===== src/rtl/acc_pkg.sv =====
package acc_pkg;
  localparam int UAW = 4;
  localparam int OPW = 4;

  localparam logic [UAW-1:0] UA_FETCH = 4'd0;
  localparam logic [UAW-1:0] UA_ADD   = 4'd1;
  localparam logic [UAW-1:0] UA_CALL0 = 4'd2;
  localparam logic [UAW-1:0] UA_CALL1 = 4'd3;
  localparam logic [UAW-1:0] UA_RET   = 4'd4;
  localparam logic [UAW-1:0] UA_BRZ0  = 4'd5;
  localparam logic [UAW-1:0] UA_BRZ1  = 4'd6;
  localparam logic [UAW-1:0] UA_NOP   = 4'd7;

  localparam logic [OPW-1:0] OP_ADD  = 4'h1;
  localparam logic [OPW-1:0] OP_CALL = 4'h2;
  localparam logic [OPW-1:0] OP_RET  = 4'h3;
  localparam logic [OPW-1:0] OP_BRZ  = 4'h4;

  typedef enum logic [1:0] {
    SEQ_GOTO     = 2'd0,
    SEQ_DISPATCH = 2'd1,
    SEQ_COND_Z   = 2'd2
  } seq_e;

  typedef struct packed {
    logic ir_ld;   // IR <- M[IP], drives the read strobe
    logic ip_inc;  // IP <- IP + 1
    logic ip_ir;   // IP <- IR
    logic ip_sr;   // IP <- SR
    logic ac_add;  // AC <- AC + MD, Z updated
    logic sr_ld;   // SR <- IP + 1
  } act_t;

  typedef struct packed {
    act_t           act;
    seq_e           seq;
    logic [UAW-1:0] t_false;
    logic [UAW-1:0] t_true;
  } uword_t;
endpackage


===== src/rtl/acc_dispatch.sv =====
module acc_dispatch
  import acc_pkg::*;
(
  input  logic [OPW-1:0] op,
  output logic [UAW-1:0] entry
);
  localparam int NOPC = 2 ** OPW;

  function automatic logic [UAW-1:0] entry_of(input logic [OPW-1:0] o);
    case (o)
      OP_ADD:  return UA_ADD;
      OP_CALL: return UA_CALL0;
      OP_RET:  return UA_RET;
      OP_BRZ:  return UA_BRZ0;
      default: return UA_NOP;
    endcase
  endfunction

  logic [UAW-1:0] tbl [NOPC];

  for (genvar g = 0; g < NOPC; g++) begin : g_tbl
    assign tbl[g] = entry_of(OPW'(g));
  end

  assign entry = tbl[op];
endmodule


===== src/rtl/acc_ustore.sv =====
module acc_ustore
  import acc_pkg::*;
(
  input  logic [UAW-1:0] ua,
  output uword_t         uw
);
  always_comb begin
    uw.act     = '{ir_ld: 1'b0, ip_inc: 1'b0, ip_ir: 1'b0,
                   ip_sr: 1'b0, ac_add: 1'b0, sr_ld: 1'b0};
    uw.seq     = SEQ_GOTO;
    uw.t_false = UA_FETCH;
    uw.t_true  = UA_FETCH;
    case (ua)
      UA_FETCH: begin
        uw.act.ir_ld  = 1'b1;
        uw.act.ip_inc = 1'b1;
        uw.seq        = SEQ_DISPATCH;
      end
      UA_ADD: uw.act.ac_add = 1'b1;
      UA_CALL0: begin
        uw.act.ir_ld = 1'b1;
        uw.act.sr_ld = 1'b1;
        uw.t_false   = UA_CALL1;
      end
      UA_CALL1: uw.act.ip_ir = 1'b1;
      UA_RET:   uw.act.ip_sr = 1'b1;
      UA_BRZ0: begin
        uw.act.ir_ld  = 1'b1;
        uw.act.ip_inc = 1'b1;
        uw.seq        = SEQ_COND_Z;
        uw.t_true     = UA_BRZ1;
        uw.t_false    = UA_FETCH;
      end
      UA_BRZ1: uw.act.ip_ir = 1'b1;
      default: ;
    endcase
  end
endmodule


===== src/rtl/acc_useq.sv =====
module acc_useq
  import acc_pkg::*;
(
  input  logic           clk,
  input  logic           rst_n,
  input  uword_t         uw,
  input  logic [UAW-1:0] dispatch_ua,
  input  logic           cond_z,
  output logic [UAW-1:0] ua
);
  logic [UAW-1:0] ua_next;

  always_comb begin
    case (uw.seq)
      SEQ_DISPATCH: ua_next = dispatch_ua;
      SEQ_COND_Z:   ua_next = cond_z ? uw.t_true : uw.t_false;
      default:      ua_next = uw.t_false;
    endcase
  end

  always_ff @(posedge clk) begin
    if (!rst_n) ua <= UA_FETCH;
    else        ua <= ua_next;
  end
endmodule


===== src/rtl/acc_dpath.sv =====
module acc_dpath
  import acc_pkg::*;
#(
  parameter int DW = 8
) (
  input  logic           clk,
  input  logic           rst_n,
  input  act_t           act,
  input  logic [DW-1:0]  mem_rdata,
  input  logic           md_valid,
  input  logic [DW-1:0]  md_data,
  output logic [DW-1:0]  mem_addr,
  output logic [OPW-1:0] op_next,
  output logic [DW-1:0]  ip_q,
  output logic [DW-1:0]  ac_q,
  output logic [DW-1:0]  sr_q,
  output logic           z_q
);
  logic [DW-1:0] ir_q;
  logic [DW-1:0] md_q;
  logic [DW-1:0] sum;
  logic [DW-1:0] ip_plus1;

  assign sum      = ac_q + md_q;
  assign ip_plus1 = ip_q + DW'(1);
  assign mem_addr = ip_q;
  assign op_next  = act.ir_ld ? mem_rdata[DW-1 -: OPW] : ir_q[DW-1 -: OPW];

  always_ff @(posedge clk) begin
    if (!rst_n) begin
      ir_q <= '0;
      ip_q <= '0;
      ac_q <= '0;
      md_q <= '0;
      sr_q <= '0;
      z_q  <= 1'b1;
    end else begin
      if (act.ir_ld) ir_q <= mem_rdata;
      if (act.ip_ir)       ip_q <= ir_q;
      else if (act.ip_sr)  ip_q <= sr_q;
      else if (act.ip_inc) ip_q <= ip_plus1;
      if (act.sr_ld) sr_q <= ip_plus1;
      if (act.ac_add) begin
        ac_q <= sum;
        z_q  <= (sum == '0);
      end
      if (md_valid) md_q <= md_data;
    end
  end
endmodule


===== src/rtl/ucode_acc_cpu.sv =====
module ucode_acc_cpu
  import acc_pkg::*;
#(
  parameter int DW = 8
) (
  input  logic           clk,
  input  logic           rst_n,
  output logic [DW-1:0]  mem_addr,
  output logic           mem_rd,
  input  logic [DW-1:0]  mem_rdata,
  input  logic           md_valid,
  output logic           md_ready,
  input  logic [DW-1:0]  md_data,
  output logic [UAW-1:0] uaddr,
  output logic [DW-1:0]  ip_o,
  output logic [DW-1:0]  acc_o,
  output logic           zero_o
);
  uword_t         uw;
  logic [OPW-1:0] op_next;
  logic [UAW-1:0] disp_ua;
  logic [DW-1:0]  sr_w;

  acc_ustore u_store (.ua(uaddr), .uw(uw));

  acc_dispatch u_disp (.op(op_next), .entry(disp_ua));

  acc_useq u_seq (
    .clk(clk), .rst_n(rst_n), .uw(uw), .dispatch_ua(disp_ua),
    .cond_z(zero_o), .ua(uaddr)
  );

  acc_dpath #(.DW(DW)) u_dp (
    .clk(clk), .rst_n(rst_n), .act(uw.act), .mem_rdata(mem_rdata),
    .md_valid(md_valid), .md_data(md_data), .mem_addr(mem_addr),
    .op_next(op_next), .ip_q(ip_o), .ac_q(acc_o), .sr_q(sr_w), .z_q(zero_o)
  );

  assign mem_rd   = uw.act.ir_ld;
  assign md_ready = 1'b1;
endmodule


===== config.mk =====
export PLATFORM = sky130hd
export DESIGN_NAME = ucode_acc_cpu
export DESIGN_NICKNAME = d
export VERILOG_FILES = /design/src/rtl/acc_pkg.sv /design/src/rtl/acc_dispatch.sv /design/src/rtl/acc_ustore.sv /design/src/rtl/acc_useq.sv /design/src/rtl/acc_dpath.sv /design/src/rtl/ucode_acc_cpu.sv
export SDC_FILE = /design/constraint.sdc
export NUM_CORES = 1
export LEC_CHECK = 0
export CAP_MARGIN = 5
export CORE_MARGIN = 2
export CORE_UTILIZATION = 29
export DETAILED_ROUTE_END_ITERATION = 10
export MAX_ROUTING_LAYER = met4
export PLACE_DENSITY = 0.47
export SLEW_MARGIN = 20
export SYNTH_ARGS = -nofsm -noshare
export SYNTH_HDL_FRONTEND = slang
export SYNTH_HIERARCHICAL = 1
export SYNTH_SLANG_ARGS = --single-unit

===== constraint.sdc =====
create_clock -name clk -period 4 [get_ports clk]
set_input_delay 0.8 -clock clk [delete_from_list [all_inputs] [get_ports clk]]
set_output_delay 0.8 -clock clk [all_outputs]
set_load 0.01 [all_outputs]

==> flow_summary.toml, run 1 <==
[cells_and_area]
final_cell_area_um2 = 3220
multiInputGateArea_um2 = 1550
nNetsFinal = 364
drive_gt1_frac = 0.0843
antennaDiodeCount = 0
fillerInstances = 922
area_growth_syn_to_layout_pct = 21.0
register_area_um2 = 901

[power]
p_comb_frac = 0.497
clkPwrFrac = 0.157
p_leak_nw = 1.25
power_frac_seq = 0.346
ir_drop_v = 0.000203
p_switching_mw = 0.738
power.density_nw_per_um2 = 593
swShare = 0.386
p_int_mw = 1.17

[synth]
yosysUniqueCellTypes = 54
ys_warn_count = 6
synth_area_leader_cell = "dfxtp_1"
yosysSeqAreaShare = 0.338
ys_top_cells_by_count = "45 x dfxtp_1, 38 x nor2_1, 26 x mux2i_1"
synth_edf_count = 0
synth.most_common_cell = "dfxtp_1"
syn_area_per_cell_um2 = 8.85
synth_seq_cells = 45
synth_area_um2 = 2670
yosysTopAreaCellShare = 0.338
synth.area.top_cells = "dfxtp_1 34%, mux2i_1 9.8%, ha_1 6.1%"
synthCells = 301
ys.flop_type = "dfxtp_1"
synthArstFlopShare = 0

[sta]
finalClockSkew_ns = 0.0129
min_period_ns = 2.85
worstMarginPinSlew_ns = 1.08
slew_viol_final = 0
max_slew_margin = 0.276
rsz0062_at_grt = "false"
max_freq_ghz = 0.351
setup_viol = 0
setup_slack_ns = 1.15
setup_tns_ns = 0
post-route-period-util = 0.713
hold_viol = 0

[placed_design]
gp_congestion = 0.829
dpl_cell_area_um2 = 3130
hpwl_um = 4260
pre_cts_slack_ns = 1.20
numPortBuffers = 48

[critical_path]
crit_chain = "clkdlybuf4s50_1 > clkinv_1 > a311oi_1"
timing.rr.start = "u_seq/ua[0]"
reg2reg_slack_ns = 1.63
worstPathRequired_ns = 4.19
cp-startpoint = "rst_n"
startpoint_type = "input pin"
worst-setup-path-type = "input pin to flip-flop"
max_stage_delay_ns = 0.94
endpoint = "u_dp/sr_q[6]"
slowest_stage = "clkinv_1"
arrival_ns = 3.05
rr_endpoint = "u_dp/ip_q[6]"
rr_worst_depth = 7
endpoint_kind = "flip-flop"
cp_max_fo = 33

[floorplanning]
start_util = 0.303
dieArea_um2 = 9970
die_x_um = 99.9
placeableCoreArea_um2 = 8810
io_pins = 50
die_h_um = 99.9
fp-row-count = 34

[hold_path]
hold_class = "flip-flop to flip-flop"

[drt]
drtAntennaViolNets = 0
wl_per_cell_um = 13.4
wl_um = 5890
drtIter0Drc = 51
vias = 2122
vias_per_cell = 4.82
drt_pass1_iterations = 4
drc = 0

[global_route]
met3_usage = 0.0251
antenna_found_initial = 0
grt_overflow = 0
met2_usage = 0.197
use_met1 = 0.166
grt_pass1_wl_um = 9730
grt.busiest_layer = "met2"
grt_pass1_vias = 1970
grt_max_degree = 34
track_usage = 0.126

[clock_tree]
path_clk_slew_ns = 0.09
numClockSinks = 45
cts_tree = "yes"
post_cts_buffers = 0
clock-root-buffer = "clkbuf_8"
cts.repair.resized = 0
numCtsBuffers = 5
worst_skew_pair.late_latency_ns = 0.30
clockBufferDepth = 2
ctsHoldBuffers = 0
cts-htree-levels = 2

[job]
maxCapViolations = 0

[run_status]
status = "finished, final reports clean"
cells in the final DEF (no fill, tap or decap), drive strengths merged, types with 3 or more instances in the layout:
cell           netlist  final
a21boi               4      4
dfxtp               45     45
ha                  13     13
nand4                4      4
o21ai               15     15
a211oi               7      7
nor2b                4      4
xor2                 7      7
a21oi                7      7
nor3                 3      3
and2                 7      7
nand2b               5      5
clkinv               0      3
nand2               14     14
conb                 3      6
clkdlybuf4s50        0     48
xnor2                7      7
nand3                6      6
clkbuf               7      6
inv                 12     11
nor2                39     39
a22oi                4      4
mux2i               26     26
nor3b                3      3
and3                 4      4
mux2                 4      4
critical path: cells and delay by family:
kind            cells  cell delay, ns
compound gates      1            0.47
buf+inv             2            1.77
stage by stage:
stage	hold slack [ns]	instances	utilization	total power, mW
2_1_floorplan	0.429	304	-	1.35
3_3_place_gp	0.446	432	0.355	1.63
3_5_place_dp	0.450	432	0.355	1.64
4_1_cts	0.463	440	0.366	1.94
5_1_grt	0.494	440	0.366	2.07
6_report	0.460	440	0.366	1.91
power by group through the flow:
| stage | clock network, mW | logic (mW) | registers [mW] |
|---|---|---|---|
| 2_1_floorplan | 0 | 0.689 | 0.661 |
| 3_3_place_gp | 0 | 0.951 | 0.675 |
| 3_5_place_dp | 0 | 0.959 | 0.677 |
| 4_1_cts | 0.315 | 0.963 | 0.666 |
| 5_1_grt | 0.333 | 1.06 | 0.682 |
| 6_report | 0.299 | 0.951 | 0.662 |
cells by family (layout without fill, tap and decap cells):
group / count (synthesis) / count (layout) / share of synthesized area
simple gates: 102 / 102 / 0.196
fa+ha+maj: 14 / 14 / 0.0685
compound gates: 50 / 50 / 0.136
other cells: 3 / 6 / 0.00423
flops: 45 / 45 / 0.338
buf+inv: 42 / 70 / 0.0887
mux: 30 / 30 / 0.115
xor+xnor: 15 / 15 / 0.0545
registers in the layout, summed over array words and instances, names as in the netlist:
| register | cells |
|---|---|
| u_seq/ua | 4 |
| u_dp/z_q | 1 |
| u_dp/ip_q | 8 |
| u_dp/ac_q | 8 |
| u_dp/ir_q | 8 |
| u_dp/md_q | 8 |
| u_dp/sr_q | 8 |
how the worst min path moves through the flow:
stage / slack [ns] / start / end / depth (start not counted)
3_3_place_gp: 0.45 / u_dp/ir_q[0] / u_dp/ip_q[0] / 2
5_1_grt: 0.49 / u_dp/ir_q[0] / u_dp/ip_q[0] / 2
3_5_place_dp: 0.45 / u_dp/ir_q[0] / u_dp/ip_q[0] / 2
4_1_cts: 0.46 / u_dp/ir_q[0] / u_dp/ip_q[0] / 2
6_report: 0.46 / u_dp/ir_q[0] / u_dp/ip_q[0] / 2
2_1_floorplan: 0.43 / u_dp/ir_q[5] / u_dp/ip_q[5] / 2
cell type report:
type	count	area share
Multi-Input combinational cell	217	0.481
Clock inverter	2	0.00427
Timing Repair Buffer	50	0.154
Sequential cell	45	0.279
Tap cell	108	0.0419
Clock buffer	6	0.0256
Inverter	12	0.0140
layer usage:
layer | vias to the layer above | share of wire | wire length (µm)
met3 | 3 | 0.033 | 196
met1 | 992 | 0.50 | 2930
met5 | - | 0 | 0
met4 | 0 | 0.0049 | 29
met2 | 41 | 0.46 | 2730
li1 | 1086 | - | -
(Power assumes the default switching activity.)
==> run 2, diff against run 1 <==
--- a/config.mk
+++ b/config.mk
@@ -10,7 +10,7 @@
 export CORE_UTILIZATION = 29
 export DETAILED_ROUTE_END_ITERATION = 10
 export MAX_ROUTING_LAYER = met4
-export PLACE_DENSITY = 0.47
+export PLACE_DENSITY = 0.48
 export SLEW_MARGIN = 20
 export SYNTH_ARGS = -nofsm -noshare
 export SYNTH_HDL_FRONTEND = slang
==> constraint.sdc (replaced) <==
create_clock -name clk -period 2.3 [get_ports clk]
set_input_delay 0.46 -clock clk [delete_from_list [all_inputs] [get_ports clk]]
set_output_delay 0.46 -clock clk [all_outputs]
set_load 0.01 [all_outputs]
==> flow_summary.toml, run 2 (synthesis results as in run 1) <==
[sta]
slew_viol_final = 0
finalClockSkew_ns = 0.0121
hold_viol = 0
min_period_ns = 2.19
post-route-period-util = 0.953
setup_tns_ns = 0
max_freq_ghz = 0.456
max_slew_margin = 0.569
worstMarginPinSlew_ns = 0.646
rsz0062_at_grt = "false"
setup_viol = 0
whs_ns = 0.461

[power]
clkPwrFrac = 0.150
power.density_nw_per_um2 = 1040
ir_drop_v = 0.000287
power_frac_seq = 0.338
swShare = 0.386
p_int_mw = 2.10
p_leak_nw = 1.28
p_comb_frac = 0.512
p_switching_mw = 1.32

[clock_tree]
numClockSinks = 45
ctsHoldBuffers = 0
cts_tree = "yes"
clockBufferDepth = 2
clock-root-buffer = "clkbuf_8"
cts-htree-levels = 2
worst_skew_pair.late_latency_ns = 0.31
numCtsBuffers = 5
path_clk_slew_ns = 0.10

[floorplanning]
die_x_um = 99.9
placeableCoreArea_um2 = 8810
die_h_um = 99.9
dieArea_um2 = 9970
io_pins = 50
start_util = 0.303
fp-row-count = 34

[global_route]
grt_pass1_wl_um = 9690
track_usage = 0.127
grt_max_degree = 21
antenna_found_initial = 0
grt_overflow = 0
grt_pass1_vias = 2026

[run_status]
status = "finished, final reports clean"

[critical_path]
endpoint_kind = "flip-flop"
timing.rr.start = "u_dp/ac_q[0]"
startpoint_type = "flip-flop"
rr_endpoint = "u_dp/z_q"
cp_max_fo = 3
worstPathRequired_ns = 2.53
worst-setup-path-type = "flip-flop to flip-flop"
arrival_ns = 2.42
reg2reg_slack_ns = 0.11
rr_worst_depth = 7

[cells_and_area]
nNetsFinal = 371
fin_util = 0.372
drive_gt1_frac = 0.106
area_growth_syn_to_layout_pct = 22.9
antennaDiodeCount = 0
multiInputGateArea_um2 = 1550
register_area_um2 = 901
fillerInstances = 902
final_cell_mix = "48 x clkdlybuf4s50_1, 45 x dfxtp_1, 38 x nor2_1, 26 x mux2i_1"
final_common_cell = "clkdlybuf4s50_1"

[hold_path]
hold_class = "flip-flop to flip-flop"
hold_start = "u_dp/ir_q[0]"
min_to = "u_dp/ip_q[0]"
min_path_cells = 2

[drt]
drc = 0
drt_pass1_iterations = 4
vias = 2088
wl_per_cell_um = 13.2
vias_per_cell = 4.67
drtAntennaViolNets = 0
wl_um = 5890
drtIter0Drc = 50

[placed_design]
gp_congestion = 0.765
numPortBuffers = 48
hpwl_um = 4350

[job]
maxCapViolations = 0
-- run 2: cell count changes in the layout (fill, tap and decap cells not counted), sizes merged --
cell,previous run,this run
buf,2,9
clkbuf,6,5
inv,11,12
-- run 2: power groups by stage --
stage | logic, mW | registers [mW] | clock network (mW)
floorplan | 1.20 | 1.15 | 0
global placement | 1.71 | 1.18 | 0
detailed placement | 1.72 | 1.18 | 0
CTS | 1.73 | 1.16 | 0.533
global route | 1.94 | 1.19 | 0.572
finish | 1.75 | 1.16 | 0.512
-- run 2: final cells by class --
cell class                      count  share of cell area
Clock buffer                        5              0.0210
Clock inverter                      3             0.00688
Inverter                           12              0.0138
Multi-Input combinational cell    217               0.475
Sequential cell                    45               0.275
Tap cell                          108              0.0413
Timing Repair Buffer               57               0.167
-- run 2: stage by stage --
stage | cell area, µm² | std cells | total power, mW | setup slack (ns)
floorplan | 2680 | 304 | 2.35 | 0.0829
global placement | 3170 | 437 | 2.88 | 0.107
detailed placement | 3170 | 437 | 2.90 | 0.0592
CTS | 3260 | 445 | 3.42 | 0.0309
global route | 3270 | 447 | 3.69 | 0.0176
finish | 3270 | 447 | 3.41 | 0.107
-- run 2: worst max path at each step --
stage            startpoint     endpoint  slack, ns  depth (start not counted)
2_1_floorplan   u_seq/ua[3]  u_seq/ua[1]       0.08                         10
3_3_place_gp   u_dp/ac_q[0]     u_dp/z_q       0.11                          7
3_5_place_dp   u_dp/ac_q[0]     u_dp/z_q       0.06                          7
4_1_cts        u_dp/ac_q[0]     u_dp/z_q       0.03                          7
5_1_grt        u_dp/ac_q[0]     u_dp/z_q       0.02                          7
6_report       u_dp/ac_q[0]     u_dp/z_q       0.11                          7
-- run 2: timing repair --
| item | CTS | global route |
|---|---|---|
| endpoints found under the setup margin | 0 | 2 |
| resized for setup | 0 | 1 |
| setup buffers | 0 | 2 |
-- run 2: layer usage --
layer	share of wire	global-route usage
met4	0.0041	0.0285
met1	0.50	0.159
met2	0.46	0.204
met3	0.037	0.0348
met5	0	-
-- run 2: worst max-delay path, stage by stage (launching register included) --
cell	delay, ns
dfxtp_1	0.33
ha_1	0.24
fa_2	0.36
a211o_1	0.30
nand4_1	0.09
o311ai_1	0.12
or4b_1	0.56
o221ai_2	0.13
